`src/rtl/dhn_pkg.sv`:
```
package dhn_pkg;

    parameter int ADDR_IN_W     = 28;
    parameter int NA_W          = 31;
    parameter int COL_W         = 5;
    parameter int BANK_W        = 4;
    parameter int ROW_W         = 15;
    parameter int NA_ROW_W      = 14;
    parameter int SID_W         = 2;
    parameter int CMASK_W       = 13;
    parameter int RMASK_W       = 18;
    parameter int BMASK_W       = 6;
    parameter int CFG_AW        = 5;
    parameter int REG_W         = 1 + CMASK_W + RMASK_W;

    localparam int COL_LSB      = 1;
    localparam int BANK_LSB     = COL_LSB + COL_W;
    localparam int ROW_LSB      = BANK_LSB + BANK_W;
    localparam int PC_POS       = ROW_LSB + ROW_W;
    localparam int SID_LSB      = PC_POS + 1;
    localparam int EXT_BANK_W   = BANK_W + 1 + SID_W;
    localparam int NA_ZERO_W    = 5;

    typedef struct packed {
        logic [RMASK_W-1:0] row_mask;
        logic [CMASK_W-1:0] col_mask;
        logic               enable;
    } hash_cfg_t;

    typedef struct packed {
        logic [SID_W-1:0]  sid;
        logic              pc;
        logic [ROW_W-1:0]  row;
        logic [BANK_W-1:0] bank;
        logic [COL_W-1:0]  col;
    } dram_fields_t;

    typedef enum logic {
        OS_EMPTY = 1'b0,
        OS_FULL  = 1'b1
    } out_state_t;

endpackage

```
`src/rtl/dhn_cfg_regs.sv`:
```
module dhn_cfg_regs
    import dhn_pkg::*;
#(
    parameter int NUM_BANK_HASH = BANK_W
) (
    input  logic                clk,
    input  logic                rst_n,
    input  logic                wr_en,
    input  logic [CFG_AW-1:0]   wr_addr,
    input  logic [REG_W-1:0]    wr_data,
    output hash_cfg_t           bank_cfg [NUM_BANK_HASH],
    output hash_cfg_t           pc_cfg,
    output logic [BMASK_W-1:0]  bank_mask
);

    localparam int IDX_W    = CFG_AW - 2;
    localparam int PC_IDX   = NUM_BANK_HASH;
    localparam int MASK_IDX = NUM_BANK_HASH + 1;

    logic             aligned;
    logic [IDX_W-1:0] word_idx;

    assign aligned  = (wr_addr[1:0] == 2'b00);
    assign word_idx = wr_addr[CFG_AW-1:2];

    for (genvar g = 0; g < NUM_BANK_HASH; g++) begin : g_bank_reg
        always_ff @(posedge clk or negedge rst_n) begin
            if (!rst_n) begin
                bank_cfg[g] <= '0;
            end else if (wr_en && aligned && (int'(word_idx) == g)) begin
                bank_cfg[g] <= hash_cfg_t'(wr_data);
            end
        end
    end

    always_ff @(posedge clk or negedge rst_n) begin
        if (!rst_n) begin
            pc_cfg <= '0;
        end else if (wr_en && aligned && (int'(word_idx) == PC_IDX)) begin
            pc_cfg <= hash_cfg_t'(wr_data);
        end
    end

    always_ff @(posedge clk or negedge rst_n) begin
        if (!rst_n) begin
            bank_mask <= '0;
        end else if (wr_en && aligned && (int'(word_idx) == MASK_IDX)) begin
            bank_mask <= wr_data[BMASK_W-1:0];
        end
    end

    // a write to the pseudochannel offset lands in that register
    p_pc_write_r11: assert property (@(posedge clk) disable iff (!rst_n)
        (wr_en && wr_addr == CFG_AW'(PC_IDX * 4)) |=> (pc_cfg == $past(wr_data)));

    // misaligned writes leave the registers alone
    p_misaligned_ignored_r11: assert property (@(posedge clk) disable iff (!rst_n)
        (wr_en && wr_addr[1:0] != 2'b00) |=> ($stable(pc_cfg) && $stable(bank_mask)));

endmodule

```
`src/rtl/dhn_dehash.sv`:
```
module dhn_dehash
    import dhn_pkg::*;
#(
    parameter int NUM_BANK_HASH = BANK_W
) (
    input  dram_fields_t        raw,
    input  hash_cfg_t           bank_cfg [NUM_BANK_HASH],
    input  hash_cfg_t           pc_cfg,
    input  logic [BMASK_W-1:0]  bank_mask,
    output dram_fields_t        fixed
);

    logic [BANK_W-1:0]     bank_flip;
    logic [BANK_W-1:0]     bank_clean;
    logic [EXT_BANK_W-1:0] ext_bank;
    logic                  pc_flip;

    // Stage one: each bank bit has its own independent parity term.
    for (genvar g = 0; g < NUM_BANK_HASH; g++) begin : g_bank_hash
        always_comb begin
            bank_flip[g] = bank_cfg[g].enable &
                           ((^(raw.col & bank_cfg[g].col_mask[COL_W-1:0])) ^
                            (^(raw.row & bank_cfg[g].row_mask[ROW_W-1:0])));
        end
    end

    assign bank_clean = raw.bank ^ bank_flip;

    // Stage two: the pseudochannel term uses the cleaned bank with the stack bits on top.
    assign ext_bank = {raw.sid, 1'b0, bank_clean};

    always_comb begin
        pc_flip = pc_cfg.enable &
                  ((^(raw.col & pc_cfg.col_mask[COL_W-1:0])) ^
                   (^(raw.row & pc_cfg.row_mask[ROW_W-1:0])) ^
                   (^(ext_bank[BMASK_W-1:0] & bank_mask)));
    end

    always_comb begin
        fixed      = raw;
        fixed.bank = bank_clean;
        fixed.pc   = raw.pc ^ pc_flip;
    end

endmodule

```
`src/rtl/dhn_pack.sv`:
```
module dhn_pack
    import dhn_pkg::*;
(
    input  dram_fields_t     fields,
    output logic [NA_W-1:0]  norm
);

    always_comb begin
        norm = {fields.sid,
                fields.row[NA_ROW_W-1:0],
                fields.col[4],
                fields.bank[1:0],
                fields.bank[3:2],
                fields.col[3:2],
                fields.pc,
                fields.col[1:0],
                {NA_ZERO_W{1'b0}}};
    end

endmodule

```
`src/rtl/dhn_out_stage.sv`:
```
module dhn_out_stage
    import dhn_pkg::*;
#(
    parameter int DATA_W = NA_W
) (
    input  logic              clk,
    input  logic              rst_n,
    input  logic              up_valid,
    output logic              up_ready,
    input  logic [DATA_W-1:0] up_data,
    output logic              dn_valid,
    input  logic              dn_ready,
    output logic [DATA_W-1:0] dn_data
);

    out_state_t state_q, state_d;
    logic       load;

    always_comb begin
        state_d = state_q;
        unique case (state_q)
            OS_EMPTY: if (up_valid) state_d = OS_FULL;                   // load
            OS_FULL:  if (dn_ready && !up_valid) state_d = OS_EMPTY;     // drain
                      else state_d = OS_FULL;                            // refill / stall
            default:  state_d = OS_EMPTY;
        endcase
    end

    always_ff @(posedge clk or negedge rst_n) begin
        if (!rst_n) state_q <= OS_EMPTY;
        else        state_q <= state_d;
    end

    always_comb begin
        unique case (state_q)
            OS_EMPTY: begin
                dn_valid = 1'b0;
                up_ready = 1'b1;
            end
            OS_FULL: begin
                dn_valid = 1'b1;
                up_ready = dn_ready;
            end
            default: begin
                dn_valid = 1'b0;
                up_ready = 1'b0;
            end
        endcase
    end

    assign load = up_valid && up_ready;

    always_ff @(posedge clk or negedge rst_n) begin
        if (!rst_n)    dn_data <= '0;
        else if (load) dn_data <= up_data;
    end

    // an accepted request is presented on the next cycle
    p_result_next_cycle_r9: assert property (@(posedge clk) disable iff (!rst_n)
        (up_valid && up_ready) |=> dn_valid);

    // a stalled result holds its value
    p_hold_stable_r9: assert property (@(posedge clk) disable iff (!rst_n)
        (dn_valid && !dn_ready) |=> (dn_valid && $stable(dn_data)));

endmodule

```
`src/rtl/dram_addr_normalizer.sv`:
```
module dram_addr_normalizer
    import dhn_pkg::*;
(
    input  logic                  clk,
    input  logic                  rst_n,
    input  logic                  cfg_wr_en,
    input  logic [CFG_AW-1:0]     cfg_wr_addr,
    input  logic [REG_W-1:0]      cfg_wr_data,
    input  logic                  in_valid,
    output logic                  in_ready,
    input  logic                  in_convert,
    input  logic [ADDR_IN_W-1:0]  in_addr,
    output logic                  out_valid,
    input  logic                  out_ready,
    output logic [NA_W-1:0]       out_addr
);

    localparam int NUM_BANK_HASH = BANK_W;

    hash_cfg_t          bank_cfg [NUM_BANK_HASH];
    hash_cfg_t          pc_cfg;
    logic [BMASK_W-1:0] bank_mask;
    dram_fields_t       raw;
    dram_fields_t       fixed;
    logic [NA_W-1:0]    norm;
    logic [NA_W-1:0]    result;

    dhn_cfg_regs #(.NUM_BANK_HASH(NUM_BANK_HASH)) u_cfg (
        .clk       (clk),
        .rst_n     (rst_n),
        .wr_en     (cfg_wr_en),
        .wr_addr   (cfg_wr_addr),
        .wr_data   (cfg_wr_data),
        .bank_cfg  (bank_cfg),
        .pc_cfg    (pc_cfg),
        .bank_mask (bank_mask)
    );

    assign raw = dram_fields_t'(in_addr[ADDR_IN_W-1:COL_LSB]);

    dhn_dehash #(.NUM_BANK_HASH(NUM_BANK_HASH)) u_dehash (
        .raw       (raw),
        .bank_cfg  (bank_cfg),
        .pc_cfg    (pc_cfg),
        .bank_mask (bank_mask),
        .fixed     (fixed)
    );

    dhn_pack u_pack (
        .fields (fixed),
        .norm   (norm)
    );

    assign result = in_convert ? norm : {{(NA_W-ADDR_IN_W){1'b0}}, in_addr};

    dhn_out_stage #(.DATA_W(NA_W)) u_out (
        .clk      (clk),
        .rst_n    (rst_n),
        .up_valid (in_valid),
        .up_ready (in_ready),
        .up_data  (result),
        .dn_valid (out_valid),
        .dn_ready (out_ready),
        .dn_data  (out_addr)
    );

    // a disabled bank hash register passes its bank bit straight through
    for (genvar g = 0; g < NUM_BANK_HASH; g++) begin : g_bypass_chk
        p_bank_bypass_r4: assert property (@(posedge clk) disable iff (!rst_n)
            (!bank_cfg[g].enable) |-> (fixed.bank[g] == raw.bank[g]));
    end

    // an unread result blocks new requests
    p_no_overwrite_r10: assert property (@(posedge clk) disable iff (!rst_n)
        (out_valid && !out_ready) |-> !in_ready);

endmodule

```
`config.mk`:
```
export PLATFORM = sky130hd
export DESIGN_NAME = dram_addr_normalizer
export DESIGN_NICKNAME = d
export VERILOG_FILES = /design/src/rtl/dhn_pkg.sv /design/src/rtl/dhn_cfg_regs.sv /design/src/rtl/dhn_dehash.sv /design/src/rtl/dhn_pack.sv /design/src/rtl/dhn_out_stage.sv /design/src/rtl/dram_addr_normalizer.sv
export SDC_FILE = /design/constraint.sdc
export NUM_CORES = 1
export LEC_CHECK = 0
export ABC_AREA = 1
export BUFFER_PORTS_ARGS = -buffer_cell sky130_fd_sc_hd__buf_2
export CORE_UTILIZATION = 25
export DETAILED_ROUTE_END_ITERATION = 6
export GPL_ROUTABILITY_DRIVEN = 0
export GPL_TIMING_DRIVEN = 0
export PLACE_DENSITY = 0.43
export REMOVE_ABC_BUFFERS = 1
export SYNTH_ARGS = -nofsm -noshare
export SYNTH_HDL_FRONTEND = slang
export SYNTH_SLANG_ARGS = --single-unit
export TNS_END_PERCENT = 5
```
`constraint.sdc`:
```
create_clock -name clk -period 2.6 [get_ports clk]
set_clock_uncertainty 0.1 [all_clocks]
set_input_delay 0.78 -clock clk [delete_from_list [all_inputs] [get_ports clk]]
set_output_delay 0.78 -clock clk [all_outputs]
set_load 0.01 [all_outputs]
```
[After elaboration in Yosys (flattened, before gate mapping)]
Index checks and enable logic that the tools add are counted.
Storage, ports and cells
  flip-flop bits (word level): 143
  word-level logic and storage cells: 77
Operators by class
  bitwise operators: 25
  muxes and demuxes: 6
  equality and inequality tests: 5
  reductions and logical operators: 23
Operators with widths (count)
  bitwise AND 15 bit: 5
  XOR reduction 15 bit: 5
  two-way mux 31 bit: 1
  bitwise AND 5 bit: 5
  XOR reduction 5 bit: 5
  equality test 3 bit, second input constant: 4
  logical AND 1 bit: 9
  XOR 1 bit: 7
  bitwise AND 6 bit: 1
  one-hot mux 1 bit (2 select lines): 3
  XOR reduction 6 bit: 1
  bitwise AND 1 bit: 5
  XOR 4 bit: 1
  equality test 3 x 2 -> 1 bit, second input constant: 1
  zero test 3 bit: 1
  zero test 2 bit: 1
  two-way mux 1 bit: 2
  zero test 1 bit: 1
  NOT 1 bit: 1

[Depth between registers and ports, before layout]
  depth in word-level cells: 11
  depth in mapped cells: 26

[By module]
A second synthesis with hierarchy kept.
Unflattened totals
  cell total of the unflattened synthesis: 1592
  area, all modules: 11227.0 sq um
Modules (own cells, without submodules)
  dhn_cfg_regs: area an instance 6633.9 sq um, times used 1, cells an instance 737
  dhn_dehash: area an instance 2622.5 sq um, times used 1, cells an instance 586
  dhn_out_stage: area an instance 1301.2 sq um, times used 1, cells an instance 140
  dram_addr_normalizer: area an instance 432.9 sq um, times used 1, cells an instance 97
  dhn_pack: area an instance 236.5 sq um, times used 1, cells an instance 32

[Worst setup path before layout]
No wires, ideal clock.
  kind: input -> register
  start point: in in_addr[3]
  end point: reg u_out.dn_data[7]
  stages on the path: 24
  arrival: 2.252 ns
  required time: 2.384 ns
  setup slack: 0.131 ns
  cell sequence: nand2_1 -> inv_1 -> nand2_1 -> nand2_1 -> nand2_1 -> nand2_1 -> nand2_1 -> nand2_1 -> nand2_1 -> nand2_1 -> nand2_1 -> nand2_1 -> nand3_1 -> nand2_1 -> nor2_1 -> nand2_1 -> nand3_1 -> nand2_1 -> nand2_1 -> nand3_2 -> nand2_1 -> nand3_1 -> nand2_1 -> nand2_1
Between the ends
  longest elaborated chain between the ends: 11
  elaborated cells between the ends (all ways): 26
  classes of those cells: mux (1); bitwise (19); reduce/logical (6)
RTL lines
  start, declared: line dram_addr_normalizer.sv:12  | input logic [ADDR_IN_W-1:0] in_addr,
  bitwise AND 5 bit: line dhn_dehash.sv:22  | ((^(raw.col & bank_cfg[g].col_mask[COL_W-1:0])) ^
  XOR reduction 5 bit: line dhn_dehash.sv:22
  XOR 1 bit: line dhn_dehash.sv:22
  bitwise AND 1 bit: line dhn_dehash.sv:21  | bank_flip[g] = bank_cfg[g].enable &
  XOR 4 bit: line dhn_dehash.sv:27  | assign bank_clean = raw.bank ^ bank_flip;
  bitwise AND 6 bit: line dhn_dehash.sv:36  | (^(ext_bank[BMASK_W-1:0] & bank_mask)));
  XOR reduction 6 bit: line dhn_dehash.sv:36
  XOR 1 bit *: line dhn_dehash.sv:35  | (^(raw.row & pc_cfg.row_mask[ROW_W-1:0])) ^
  bitwise AND 1 bit *: line dhn_dehash.sv:33  | pc_flip = pc_cfg.enable &
  XOR 1 bit *: line dhn_dehash.sv:42  | fixed.pc = raw.pc ^ pc_flip;
  two-way mux 31 bit *: line dram_addr_normalizer.sv:54  | assign result = in_convert ? norm : {{(NA_W-ADDR_IN_W){1'b0}}, in_addr};
  end signal, assigned: line dhn_out_stage.sv:55  | else if (load) dn_data <= up_data;
  end, declared: line dhn_out_stage.sv:13  | output logic [DATA_W-1:0] dn_data
Mark *: on every way between the ends. The rest lies on a longest branch, timed or not.
A chain may end at the register's enable or synchronous reset.

[Final worst setup path]
  start point: in in_addr[22]
  end point: reg u_out.dn_data[7]
Between the ends
  longest elaborated chain between the ends: 11
  elaborated cells between the ends (all ways): 26
  classes of those cells: mux (1); bitwise (19); reduce/logical (6)
RTL lines
  bitwise AND 15 bit: line dhn_dehash.sv:23  | (^(raw.row & bank_cfg[g].row_mask[ROW_W-1:0])));
  XOR reduction 15 bit: line dhn_dehash.sv:23
  XOR 1 bit: line dhn_dehash.sv:22
  bitwise AND 1 bit: line dhn_dehash.sv:21
  XOR 4 bit: line dhn_dehash.sv:27
  bitwise AND 6 bit: line dhn_dehash.sv:36
  XOR reduction 6 bit: line dhn_dehash.sv:36
  XOR 1 bit *: line dhn_dehash.sv:35
  bitwise AND 1 bit *: line dhn_dehash.sv:33
  XOR 1 bit *: line dhn_dehash.sv:42
  two-way mux 31 bit *: line dram_addr_normalizer.sv:54
Marked as above.

==> impl_metrics.json <==
{
  "via_per_inst": 4.42,
  "crit_top_cell": "nand2_2",
  "ys.warnings.count": 0,
  "critical-path-top-delay-family": "simple AND/OR/NAND/NOR gates",
  "grt.total_usage": 0.159,
  "max_stage_delay_ns": 0.12,
  "cp_max_fo": 7,
  "drive_above_1_share": 0.292,
  "die_x_um": 180,
  "ir_worst_vdd_uv": 460,
  "drt-initial-drc-count": 473,
  "yosysSeqAreaShare": 0.449,
  "clock_sinks": 142,
  "fin_hold_ws_ns": 0.199,
  "drt_pre_antenna_iters": 5,
  "cp-end-kind": "flop",
  "slew_violations": 0,
  "pwr_density_cell_nw_per_um2": 757,
  "nets": 1354,
  "final_util": 0.342,
  "ctsHtreeMaxLevel": 4,
  "r2r_slack_ns": 0.14,
  "clk_pin_slew_ns": 0.07,
  "antenna_found_initial": 0,
  "critPathRequiredTime_ns": 2.81,
  "route.detailed.drc": 0,
  "rsz0062_at_grt": "true",
  "synth-seq-cells": 142,
  "finalCriticalPeriod_ns": 2.51,
  "min_path_type": "input pin to asynchronous set/reset pin",
  "core-area_sq_um": 30900,
  "syn_inst": 1187,
  "cts_tree": "done",
  "io_buffers": 92,
  "wl_per_cell_um": 14.8,
  "grt_pass1_vias": 7054,
  "clock_latency_ns": 0.43,
  "cpMaxStageDelayCell": "buf_8",
  "drt.antenna.violating_nets": 0,
  "antennaDiodeCount": 0,
  "critical_path.startpoint_type": "input pin",
  "grt_max_degree": 76,
  "fmax_mhz": 399,
  "design_area_sq_um": 10600,
  "setup_viol": 0,
  "holdBufCountCts": 0,
  "placed_cell_area_sq_um": 8920,
  "yosysUniqueCellTypes": 20,
  "fin_crit_sh": 0.965,
  "io_pins": 104,
  "die-area_sq_um": 32400,
  "power_mw": 8.01,
  "grt_pass1_wl_um": 39500,
  "num_vias": 7473,
  "status": "completed",
  "numCtsBuffers": 17,
  "fp-row-count": 64,
  "cts-root-buf": "clkbuf_16",
  "relSlewSlack": 0.409,
  "grt_overflow_total": 0,
  "totalWireLength_um": 25000,
  "dpl.hpwl_um": 17300,
  "crit_buf_inv": 3,
  "tightest_slew_ns": 0.886,
  "initial_core_util": 0.256,
  "crit_type": "input pin to flop",
  "finalHoldViolCount": 0,
  "clockBufferDepth": 2,
  "cp.arrival_ns": 2.72,
  "syn_avg_cell_area_sq_um": 6.67,
  "die_h_um": 180,
  "max_cap_viol_count": 0,
  "finalSetupTns_ns": 0,
  "syn_area_sq_um": 7920,
  "area_growth_pct": 33.7,
  "power_leakage_nw": 5.76
}
## final timing paths
check / end / cells past startpoint / start
setup / recovery: u_out.dn_data[7] / 25 / in_addr[22]
hold reg to reg: u_out.dn_data[28] / 2 / u_out.dn_data[28]
min in group clk: u_out.dn_data[28] / 2 / u_out.dn_data[28]
setup reg to reg: u_out.dn_data[7] / 24 / u_cfg.bank_cfg[27]
max in group asynchronous: u_cfg.bank_mask[1] / 2 / rst_n
hold / removal: u_out.dn_data[20] / 1 / rst_n
## cell usage in the layout (no fill, tap or decap), types with 17 or more instances in the layout
cell | synthesis | routed
a31oi_1 | 18 | 18
nand2_1 | 644 | 465
clkbuf_16 | 0 | 17
o21ai_0 | 126 | 126
nand2_2 | 4 | 146
buf_2 | 0 | 71
nand2_4 | 0 | 36
nor2_1 | 22 | 19
dfrtp_1 | 142 | 141
buf_8 | 0 | 19
inv_1 | 114 | 91
inv_2 | 2 | 24
nand3_1 | 41 | 28
## stage by stage
| stage | setup slack, ns | cells |
|---|---|---|
| 6_report | 0.0907 | 1692 |
| 5_1_grt | -0.0715 | 1692 |
| 3_3_place_gp | -1.82 | 1644 |
| 3_5_place_dp | -0.891 | 1653 |
| 2_1_floorplan | -0.0679 | 1156 |
| 4_1_cts | -0.0832 | 1688 |
## layer usage
metal / wire length (um) / part of all wire / track usage / vias up
met5: 0 / 0 / 0 / -
met2: 11700 / 0.47 / 0.259 / 121
li1: - / - / - / 3858
met4: 308 / 0.012 / 0.0428 / 0
met3: 718 / 0.029 / 0.0255 / 17
met1: 12300 / 0.49 / 0.217 / 3477
## final cells by class
| type | count | area (sq um) |
|---|---|---|
| tap | 396 | 495 |
| timing repair buffer | 105 | 847 |
| clock inverter | 12 | 163 |
| fill | 3372 | 20300 |
| sequential | 142 | 3550 |
| multi-input combinational | 895 | 4610 |
| inverter | 119 | 455 |
| clock buffer | 20 | 437 |
| timing repair inverter | 3 | 22.5 |
## report_power, final
| part | total, mW | internal (mW) | leakage, nW | switching [mW] |
|---|---|---|---|---|
| Combinational | 2.58 | 1.00 | 3.67 | 1.58 |
| Sequential | 2.88 | 2.60 | 1.80 | 0.285 |
| Clock | 2.56 | 1.52 | 0.285 | 1.03 |
## synth_stat cells
cell type / instances / area [sq um]
nor2_1: 22 / 82.6
nand4_1: 6 / 37.5
nand3_2: 2 / 20.0
inv_1: 114 / 428
clkinv_1: 3 / 11.3
nand2_1: 644 / 2420
nand3_1: 41 / 205
dfrtp_1: 142 / 3550
clkbuf_1: 28 / 105
buf_4: 1 / 7.51
o21ai_0: 126 / 631
nand2_2: 4 / 25.0
xnor2_2: 1 / 16.3
xor2_1: 10 / 87.6
xnor2_1: 15 / 131
buf_1: 2 / 7.51
nor3b_1: 1 / 7.51
a31oi_1: 18 / 113
a21oi_1: 5 / 25.0
inv_2: 2 / 7.51
## registers in the layout, indices dropped and copies added, names as in the netlist
name / count
u_out.state_q: 1
u_cfg.pc_cfg: 21
u_out.dn_data: 31
u_cfg.bank_cfg: 84
u_cfg.bank_mask: 5
## cells by family after synthesis
family	synth area share
xor gates and xnor gates	0.0297
DFF	0.449
buffers and inverters	0.0716
AOI/OAI and AO/OA	0.0970
and+or+nand+nor	0.353
## timing repair
item	CTS	global route
resized for setup	16	332
endpoints found under the setup margin	28	1
setup buffers	0	4
gates cloned	3	0
pin swaps	1	78
## worst reg2reg max path, cell delays in order, from the launching register on
cell and delay (ns):
dfrtp_1 0.41, nand2_4 0.10, inv_2 0.05, nand2_2 0.05, nand3_2 0.08, nand2_4 0.12, inv_2 0.06, nand2_2 0.06
nand2_2 0.08, nand2_2 0.09, nand2_1 0.07, nand2_2 0.08, nand3_2 0.06, nand2_2 0.09, nand2_2 0.07, nor2_4 0.11
nand2_1 0.07, nand3_2 0.07, nand2_2 0.08, nand2_2 0.09, nand3_2 0.08, nand2_2 0.07, nand3_2 0.08, nand2_2 0.10
nand2_1 0.05
No activity file was read; power rests on OpenSTA's default activity.
